### src/rtl/ifetch_pc_seq.sv
module ifetch_pc_seq #(
  parameter int PC_W   = 10,
  parameter int PAGE_W = 8,
  parameter logic [PC_W-1:0] RST_VEC = '0,
  parameter logic [PC_W-1:0] INT_VEC = PC_W'(4)
) (
  input  logic              clk,
  input  logic              rst_n,
  input  logic              jmp_req,
  input  logic [PC_W-1:0]   jmp_addr,
  input  logic              ret_req,
  input  logic [PC_W-1:0]   ret_addr,
  input  logic              pcl_wr,
  input  logic [PAGE_W-1:0] pcl_data,
  input  logic              skip_req,
  input  logic              int_req,
  input  logic              gie_set,
  input  logic              stack_full,
  output logic [PC_W-1:0]   fetch_addr,
  output logic              ir_valid,
  output logic              gie,
  output logic              push_req,
  output logic [PC_W-1:0]   push_addr,
  output logic [3:0]        phase
);

  logic [1:0]      ph;
  logic [PC_W-1:0] pc_q, pc_nxt, pc_inc;
  logic            vld_q, gie_q, push_q;
  logic [PC_W-1:0] push_addr_q;

  wire bnd      = (ph == 2'd3);
  wire take_int = vld_q & int_req & gie_q & ~stack_full;
  wire flush    = vld_q & (take_int | jmp_req | ret_req | pcl_wr | skip_req);

  assign pc_inc = pc_q + PC_W'(1);

  always_comb begin
    if (!vld_q)        pc_nxt = pc_inc;
    else if (take_int) pc_nxt = INT_VEC;
    else if (jmp_req)  pc_nxt = jmp_addr;
    else if (ret_req)  pc_nxt = ret_addr;
    else if (pcl_wr)   pc_nxt = {pc_q[PC_W-1:PAGE_W], pcl_data};
    else               pc_nxt = pc_inc;
  end

  always_ff @(posedge clk or negedge rst_n) begin
    if (!rst_n) begin
      ph          <= '0;
      pc_q        <= RST_VEC;
      vld_q       <= 1'b0;
      gie_q       <= 1'b0;
      push_q      <= 1'b0;
      push_addr_q <= '0;
    end else begin
      ph <= ph + 2'd1;
      if (bnd) begin
        pc_q   <= pc_nxt;
        vld_q  <= ~flush;
        push_q <= take_int;
        if (take_int) push_addr_q <= pc_q;
        if (take_int)              gie_q <= 1'b0;
        else if (vld_q && gie_set) gie_q <= 1'b1;
      end
    end
  end

  assign fetch_addr = pc_q;
  assign ir_valid   = vld_q;
  assign gie        = gie_q;
  assign push_req   = push_q;
  assign push_addr  = push_addr_q;
  assign phase      = 4'b0001 << ph;


  phase_onehot_chk: assert property (@(posedge clk) disable iff (!rst_n)
    $countones(phase) == 1);

  pc_mid_stable_chk: assert property (@(posedge clk) disable iff (!rst_n)
    !phase[3] |=> $stable(fetch_addr) && $stable(ir_valid) && $stable(gie));

  int_vector_chk: assert property (@(posedge clk) disable iff (!rst_n)
    push_req |-> (fetch_addr == INT_VEC) && !ir_valid && !gie);

  stack_full_block_chk: assert property (@(posedge clk) disable iff (!rst_n)
    (phase[3] && stack_full) |=> !push_req);

  dummy_recover_chk: assert property (@(posedge clk) disable iff (!rst_n)
    (phase[3] && !ir_valid) |=> ir_valid && !push_req);

  wrap_chk: assert property (@(posedge clk) disable iff (!rst_n)
    (phase[3] && ir_valid && !int_req && !jmp_req && !ret_req && !pcl_wr
     && !skip_req && fetch_addr == '1) |=> fetch_addr == '0 && ir_valid);

endmodule

### config.mk
export PLATFORM = sky130hd
export DESIGN_NAME = ifetch_pc_seq
export DESIGN_NICKNAME = d
export VERILOG_FILES = /design/src/rtl/ifetch_pc_seq.sv
export SDC_FILE = /design/constraint.sdc
export NUM_CORES = 1
export LEC_CHECK = 0
export ABC_AREA = 0
export BUFFER_PORTS_ARGS = -buffer_cell sky130_fd_sc_hd__buf_4
export CAP_MARGIN = 20
export CORE_MARGIN = 5
export CORE_UTILIZATION = 30
export CTS_BUF_LIST = sky130_fd_sc_hd__clkbuf_8
export CTS_CLUSTER_SIZE = 40
export DETAILED_ROUTE_END_ITERATION = 10
export HOLD_SLACK_MARGIN = 0.12
export PLACE_DENSITY = 0.59
export SLEW_MARGIN = 20
export SYNTH_ARGS = -nofsm -noshare
export SYNTH_HDL_FRONTEND = slang
export SYNTH_SLANG_ARGS = --single-unit
### constraint.sdc
create_clock -name clk -period 2.39 [get_ports clk]
set_input_delay 0.239 -clock clk [delete_from_list [all_inputs] [get_ports clk]]
set_output_delay 0.239 -clock clk [all_outputs]
set_load 0.1 [all_outputs]
==> results.txt, run 1 <==
Final HPWL DP: 3668 um
max-cap violations: 0
First-pass DRT Iterations: 4
slew margin rel.: 63.58%
WHS Path Cells: 3
final net count: 283
worst hold start: gie_set
Clock power frac: 10.9%
Sw Pwr: 1.336 mW
ratio of cells with drive above 1 in the final layout: 35.00%
number of buffers added for setup after CTS: 0
Diodes inserted: 0
ys flop type: dfrtp_1
Bufs on Longest Clock Path: 2
GPL Wtd Cong: 0.8154
synthesized area: 1684 um^2
critical path class: flop to flop
sequential area share after synthesis: 37.15%
Static Leak: 0.9953 nW
vias in the first global route: 1,645
DR WL/cell: 15.81 um
GRT Total Usage: 13.65%
Ys Warns: 0
final number of setup-violating endpoints: 0
Site Rows: 27
DRC violations left: 0
final wirelength: 4932 um
Seq cells post-synth: 25
Post-synth EDFFs: 0
Starting Density: 30.77%
area growth from synthesis to layout: 33.88%
worst-case reg-to-reg path depth: 5
Hold Path Class: input pin to flop
f_max: 516.3 MHz
Setup TNS Final: 0 ns
vias per cell: 5.202
Final Max Slew Viols: 0
Worst IR Drop VDD: 0.5957 mV
Worst-path clk slew: 0.08 ns
synthesized area per cell: 9.203 um^2
CTS Sinks: 25
total CTS buffers: 3
Syn Nets: 225
DRT antenna net count: 0
final clock skew: 0.006548 ns
Worst-Margin Slew: 0.5463 ns
PortBufs: 63
combinational power share: 58.8%
outcome: completed
die footprint: 7212 um^2
Die Width: 84.93 um
Crit Reg-Reg Startpoint: fetch_addr[0]$_DFFE_PN0P_
Cells after Synth: 183
Synth cell types: 47
H-Tree Depth: 1
pin count of the biggest net entering global routing: 26
first-pass GRT wire length: 8142 um
most common cell after layout, fill and taps aside: buf_4
Fill cells: 563
critical path required time: 2.52 ns
Tmin final: 1.937 ns
Worst Hold End: gie$_DFFE_PN0P_
total power: 2.310 mW
switching share of power: 57.84%
DIE HEIGHT: 84.93 um
core area: 5473 um^2
CP max FO: 6
final cell count without fillers: 312
sequential power share: 30.2%
worst path arrival time: 2.07 ns
cell internal pwr: 0.9737 mW
Worst-Skew Late Latency: 0.27 ns
Fin. Hold Viols: 0
dpl cell area: 2198 um^2
R2R Setup Slk: 0.45 ns
cell area power density: 1024 nW/um^2
most frequent cells in the layout: buf_4, dfrtp_1, nand2_1
# IOs: 64
Critical Path End Type: flop
Startpoint Class: flop
Final Instance Area: 2255 um^2
antenna violations before repair: 0
Worst R2R End: fetch_addr[8]$_DFFE_PN0P_
RSZ-0062 raised after global routing: no
CTS tree: done
Vias: 1,623
Tcrit/Tclk final: 81.03%
asr flop ratio synth: 100.0%
Clk Tree Root Cell: clkbuf_8
gr ovfl total: 0
Initial DRC Count: 140
dpl cells: 307
cell type report:
cell class | count | area, um^2 | share of cell area [%]
clock buffers | 3 | 41.29 | 1.831
clock inverters | 1 | 5.005 | 0.2220
inverters | 8 | 30.03 | 1.332
multi-input cells | 136 | 957.2 | 42.45
flip-flops and latches | 25 | 625.6 | 27.75
well taps | 72 | 90.09 | 3.996
repair buffers | 67 | 505.5 | 22.42
sequential cells by signal, indices dropped and copies added (netlist names):
name and count:
gie 1, ir_valid 1, push_req 1, ph 2, push_addr 10, fetch_addr 10
power by group through the flow:
stage	clock (mW)	sequential (mW)	combinational (mW)
6_report	0.252	0.698	1.36
5_1_grt	0.277	0.724	1.42
4_1_cts	0.262	0.697	1.37
3_5_place_dp	0	0.706	1.36
3_3_place_gp	0	0.703	1.36
2_1_floorplan	0	1.41	0.340
kinds of logic (layout without fill, tap and decap cells):
family	after synthesis	in the layout	share of synthesized area, %
compound gates	53	53	22.88
xor+xnor	1	1	0.5202
fa+ha+maj	5	5	3.715
buf+inv	22	79	6.017
flops	25	25	37.15
mux	12	12	7.875
simple gates	65	65	21.84
worst max-delay path, stage by stage (launching register included):
cell and delay, ns:
dfrtp_1 0.45, ha_1 0.31, nand4_1 0.21, o211a_1 0.27
a2111oi_0 0.38, o221ai_1 0.18
routing by layer:
| layer | vias to the layer above | wire [um] | global-route usage, % |
|---|---|---|---|
| met2 | 61 | 2110 | 20.85 |
| met3 | 2 | 383 | 3.301 |
| li1 | 797 | - | - |
| met4 | 0 | 21 | 3.165 |
| met5 | - | 0 | 0 |
| met1 | 763 | 2416 | 19.47 |
per-stage QoR:
step,utilization [%],hold slack [ns],setup WS [ns]
6_report,41.20,0.2251,0.4533
5_1_grt,41.20,0.2741,0.1977
4_1_cts,41.20,0.2175,0.4882
3_5_place_dp,40.17,0.1707,0.5095
3_3_place_gp,40.17,0.1650,0.5724
2_1_floorplan,-,-0.05659,0.001836
worst max-delay path by stage:
| stage | startpoint | to | slack (ns) |
|---|---|---|---|
| finish | fetch_addr[0]$_DFFE_PN0P_ | fetch_addr[8]$_DFFE_PN0P_ | 0.45 |
| global route | fetch_addr[0]$_DFFE_PN0P_ | fetch_addr[8]$_DFFE_PN0P_ | 0.20 |
| CTS | fetch_addr[0]$_DFFE_PN0P_ | fetch_addr[8]$_DFFE_PN0P_ | 0.49 |
| detailed placement | fetch_addr[0]$_DFFE_PN0P_ | fetch_addr[8]$_DFFE_PN0P_ | 0.51 |
| global placement | fetch_addr[0]$_DFFE_PN0P_ | fetch_addr[8]$_DFFE_PN0P_ | 0.57 |
| floorplan | fetch_addr[0]$_DFFE_PN0P_ | fetch_addr[8]$_DFFE_PN0P_ | 0.002 |
what timing repair did:
item,in CTS,in global routing
endpoints found under the setup margin,0,0
hold buffers,1,0
hold endpoints to repair,25,0
resized for setup,0,0
synth_stat cells (2+ instances only):
library cell,instances,share of area [%]
a31oi_1,4,1.5
buf_4,3,1.3
a21oi_1,10,3.0
ha_1,5,3.7
o31a_1,6,3.1
nor2_1,11,2.5
nand2_1,12,2.7
nand4_1,3,1.1
nor3_1,4,1.2
mux2i_1,2,1.2
mux2_2,10,6.7
a211o_1,4,2.1
or3_1,5,1.9
o21a_1,2,0.89
o21ai_0,8,2.4
and4_1,2,1.0
o32ai_1,3,1.6
nand2b_1,2,0.74
or4_1,3,1.3
nand3_1,4,1.2
inv_1,8,1.8
nor3b_1,7,3.1
dfrtp_1,25,37
a21o_1,2,0.89
buf_2,6,1.8
nor2b_1,7,2.6
a211oi_1,2,0.89
clkbuf_1,4,0.89
No activity file was read; power rests on OpenSTA's default activity.
==> run 2: changes to the inputs <==
clock period = 1.9 ns   (was 2.39 ns; I/O delays follow)
==> results.txt, run 2 (same netlist as run 1, synthesis figures left out) <==
outcome: completed (unchanged)
worst-case reg-to-reg path depth: 5 (unchanged)
Diodes inserted: 0 (unchanged)
Worst IR Drop VDD: 0.7408 mV (was 0.5957 mV)
Final Max Slew Viols: 0 (unchanged)
Starting Density: 30.77% (unchanged)
Tmin final: 1.731 ns (was 1.937 ns)
combinational power share: 58.3% (was 58.8%)
Final HPWL DP: 3747 um (was 3668 um)
dpl ws: 0.07443 ns (was 0.5095 ns)
Initial DRC Count: 72 (was 140)
R2R Setup Slk: 0.17 ns (was 0.45 ns)
final cell count without fillers: 315 (was 312)
worst path arrival time: 1.87 ns (was 2.07 ns)
# IOs: 64 (unchanged)
area growth from synthesis to layout: 37.74% (was 33.88%)
final wirelength: 5040 um (was 4932 um)
Critical Path End Type: flop (unchanged)
max-cap violations: 0 (unchanged)
GRT Total Usage: 14.51% (was 13.65%)
Tcrit/Tclk final: 91.11% (was 81.03%)
most common cell after layout, fill and taps aside: buf_4 (unchanged)
CP max FO: 6 (unchanged)
DRC violations left: 0 (unchanged)
first-pass GRT wire length: 8514 um (was 8142 um)
vias per cell: 5.203 (was 5.202)
PortBufs: 63 (unchanged)
vias in the first global route: 1,677 (was 1,645)
critical path class: flop to flop (unchanged)
CTS tree: done (unchanged)
Die Width: 84.93 um (unchanged)
Worst Hold End: gie$_DFFE_PN0P_ (unchanged)
Worst-Margin Slew: 0.4046 ns (was 0.5463 ns)
Hold Path Class: input pin to flop (unchanged)
Worst path slowest cell: dfrtp_4 (was dfrtp_1)
final hold slack: 0.1669 ns (was 0.2251 ns)
switching share of power: 57.13% (was 57.84%)
WHS Path Cells: 3 (unchanged)
critical path required time: 2.04 ns (was 2.52 ns)
Site Rows: 27 (unchanged)
First-pass DRT Iterations: 4 (unchanged)
Sw Pwr: 1.684 mW (was 1.336 mW)
final clock skew: 0.003483 ns (was 0.006548 ns)
Static Leak: 0.9991 nW (was 0.9953 nW)
Crit Reg-Reg Startpoint: fetch_addr[0]$_DFFE_PN0P_ (unchanged)
GPL Wtd Cong: 0.7936 (was 0.8154)
DRT antenna net count: 0 (unchanged)
CTS Sinks: 25 (unchanged)
Worst R2R End: fetch_addr[8]$_DFFE_PN0P_ (unchanged)
Fill cells: 578 (was 563)
Fin. Hold Viols: 0 (unchanged)
total CTS buffers: 3 (unchanged)
Worst-Skew Late Latency: 0.27 ns (about the same)
core area: 5473 um^2 (unchanged)
most frequent cells in the layout: buf_4, dfrtp_1, nand2_1 (unchanged)
worst hold start: gie_set (unchanged)
cell area power density: 1270 nW/um^2 (was 1024 nW/um^2)
RSZ-0062 raised after global routing: no (unchanged)
DIE HEIGHT: 84.93 um (unchanged)
ratio of cells with drive above 1 in the final layout: 41.15% (was 35.00%)
final core occ: 42.39% (was 41.20%)
Bufs on Longest Clock Path: 2 (unchanged)
Clk Tree Root Cell: clkbuf_8 (unchanged)
f_max: 577.7 MHz (was 516.3 MHz)
CP Cell Sequence: ha_2 > nand4_1 > o211a_1 > a2111oi_1 > o221ai_1 (was ha_1 > nand4_1 > o211a_1 > a2111oi_0 > o221ai_1)
Worst-path clk slew: 0.09 ns (was 0.08 ns)
cell internal pwr: 1.263 mW (was 0.9737 mW)
Startpoint Class: flop (unchanged)
Crit path largest cell delay: 0.46 ns (was 0.45 ns)
final setup margin: 0.1690 ns (was 0.4533 ns)
DR WL/cell: 16.00 um (was 15.81 um)
final number of setup-violating endpoints: 0 (unchanged)
H-Tree Depth: 1 (unchanged)
die footprint: 7212 um^2 (unchanged)
Clock power frac: 10.9% (about the same)
gr ovfl total: 0 (unchanged)
pin count of the biggest net entering global routing: 26 (unchanged)
dpl cells: 309 (was 307)
antenna violations before repair: 0 (unchanged)
final net count: 286 (was 283)
Vias: 1,639 (was 1,623)
slew margin rel.: 73.02% (was 63.58%)
sequential power share: 30.8% (was 30.2%)
## run 2: cell types whose count changed in the layout (fill, tap and decap cells not counted), moves of 2 or more
| cell | change |
|---|---|
| dfrtp_2 | +7 |
| ha_1 | -2 |
| dfrtp_1 | -12 |
| buf_4 | +3 |
| dfrtp_4 | +5 |
## run 2: how the worst max path moves through the flow
stage                                end  depth (start not counted)                 startpoint  slack, ns
2_1_floorplan  fetch_addr[8]$_DFFE_PN0P_                          5  fetch_addr[1]$_DFFE_PN0P_      -0.03
3_3_place_gp   fetch_addr[8]$_DFFE_PN0P_                          5  fetch_addr[0]$_DFFE_PN0P_       0.14
3_5_place_dp   fetch_addr[8]$_DFFE_PN0P_                          5  fetch_addr[0]$_DFFE_PN0P_       0.07
4_1_cts        fetch_addr[8]$_DFFE_PN0P_                          5  fetch_addr[0]$_DFFE_PN0P_       0.05
5_1_grt        fetch_addr[8]$_DFFE_PN0P_                          5  fetch_addr[0]$_DFFE_PN0P_       0.04
6_report       fetch_addr[8]$_DFFE_PN0P_                          5  fetch_addr[0]$_DFFE_PN0P_       0.17
## run 2: critical path: cells and delay by family (launching register included)
| kind | cells | cell delay (ns) |
|---|---|---|
| DFF | 1 | 0.46 |
| and+or+nand+nor | 1 | 0.13 |
| AOI/OAI and AO/OA | 3 | 0.76 |
| adders and majority gates | 1 | 0.24 |
## run 2: power by group through the flow
stage	clock network [mW]	registers, mW	logic, mW
6_report	0.321	0.908	1.72
5_1_grt	0.353	0.951	1.80
4_1_cts	0.328	0.911	1.73
3_5_place_dp	0	0.922	1.72
3_3_place_gp	0	0.914	1.72
2_1_floorplan	0	1.81	0.427
## run 2: metal layers
| layer | wire, um | global-route usage, % |
|---|---|---|
| met3 | 335 | 3.204 |
| met1 | 2434 | 21.36 |
| met2 | 2231 | 21.49 |
| met4 | 38 | 3.453 |
| met5 | 0 | 0 |
## run 2: cell type report
class,count,area (um^2),area share (%)
well taps,72,90.09,3.884
clock inverters,1,3.754,0.1618
inverters,8,30.03,1.295
flip-flops and latches,25,653.1,28.16
clock buffers,3,41.29,1.780
repair buffers,70,528.0,22.76
multi-input cells,136,973.4,41.96
## run 2: through the flow
stage / cell area [um^2] / power (mW) / setup TNS (ns)
floorplan: 1727 / 2.241 / -0.03268
global placement: 2256 / 2.635 / 0
detailed placement: 2256 / 2.643 / 0
CTS: 2311 / 2.966 / 0
global route: 2320 / 3.103 / 0
finish: 2320 / 2.947 / 0
## run 2: what timing repair did
action,in CTS,in global routing
endpoints found under the setup margin,0,1
hold buffers,1,0
setup buffers,0,1
endpoints found under the hold margin,25,0
gates resized for setup,0,1
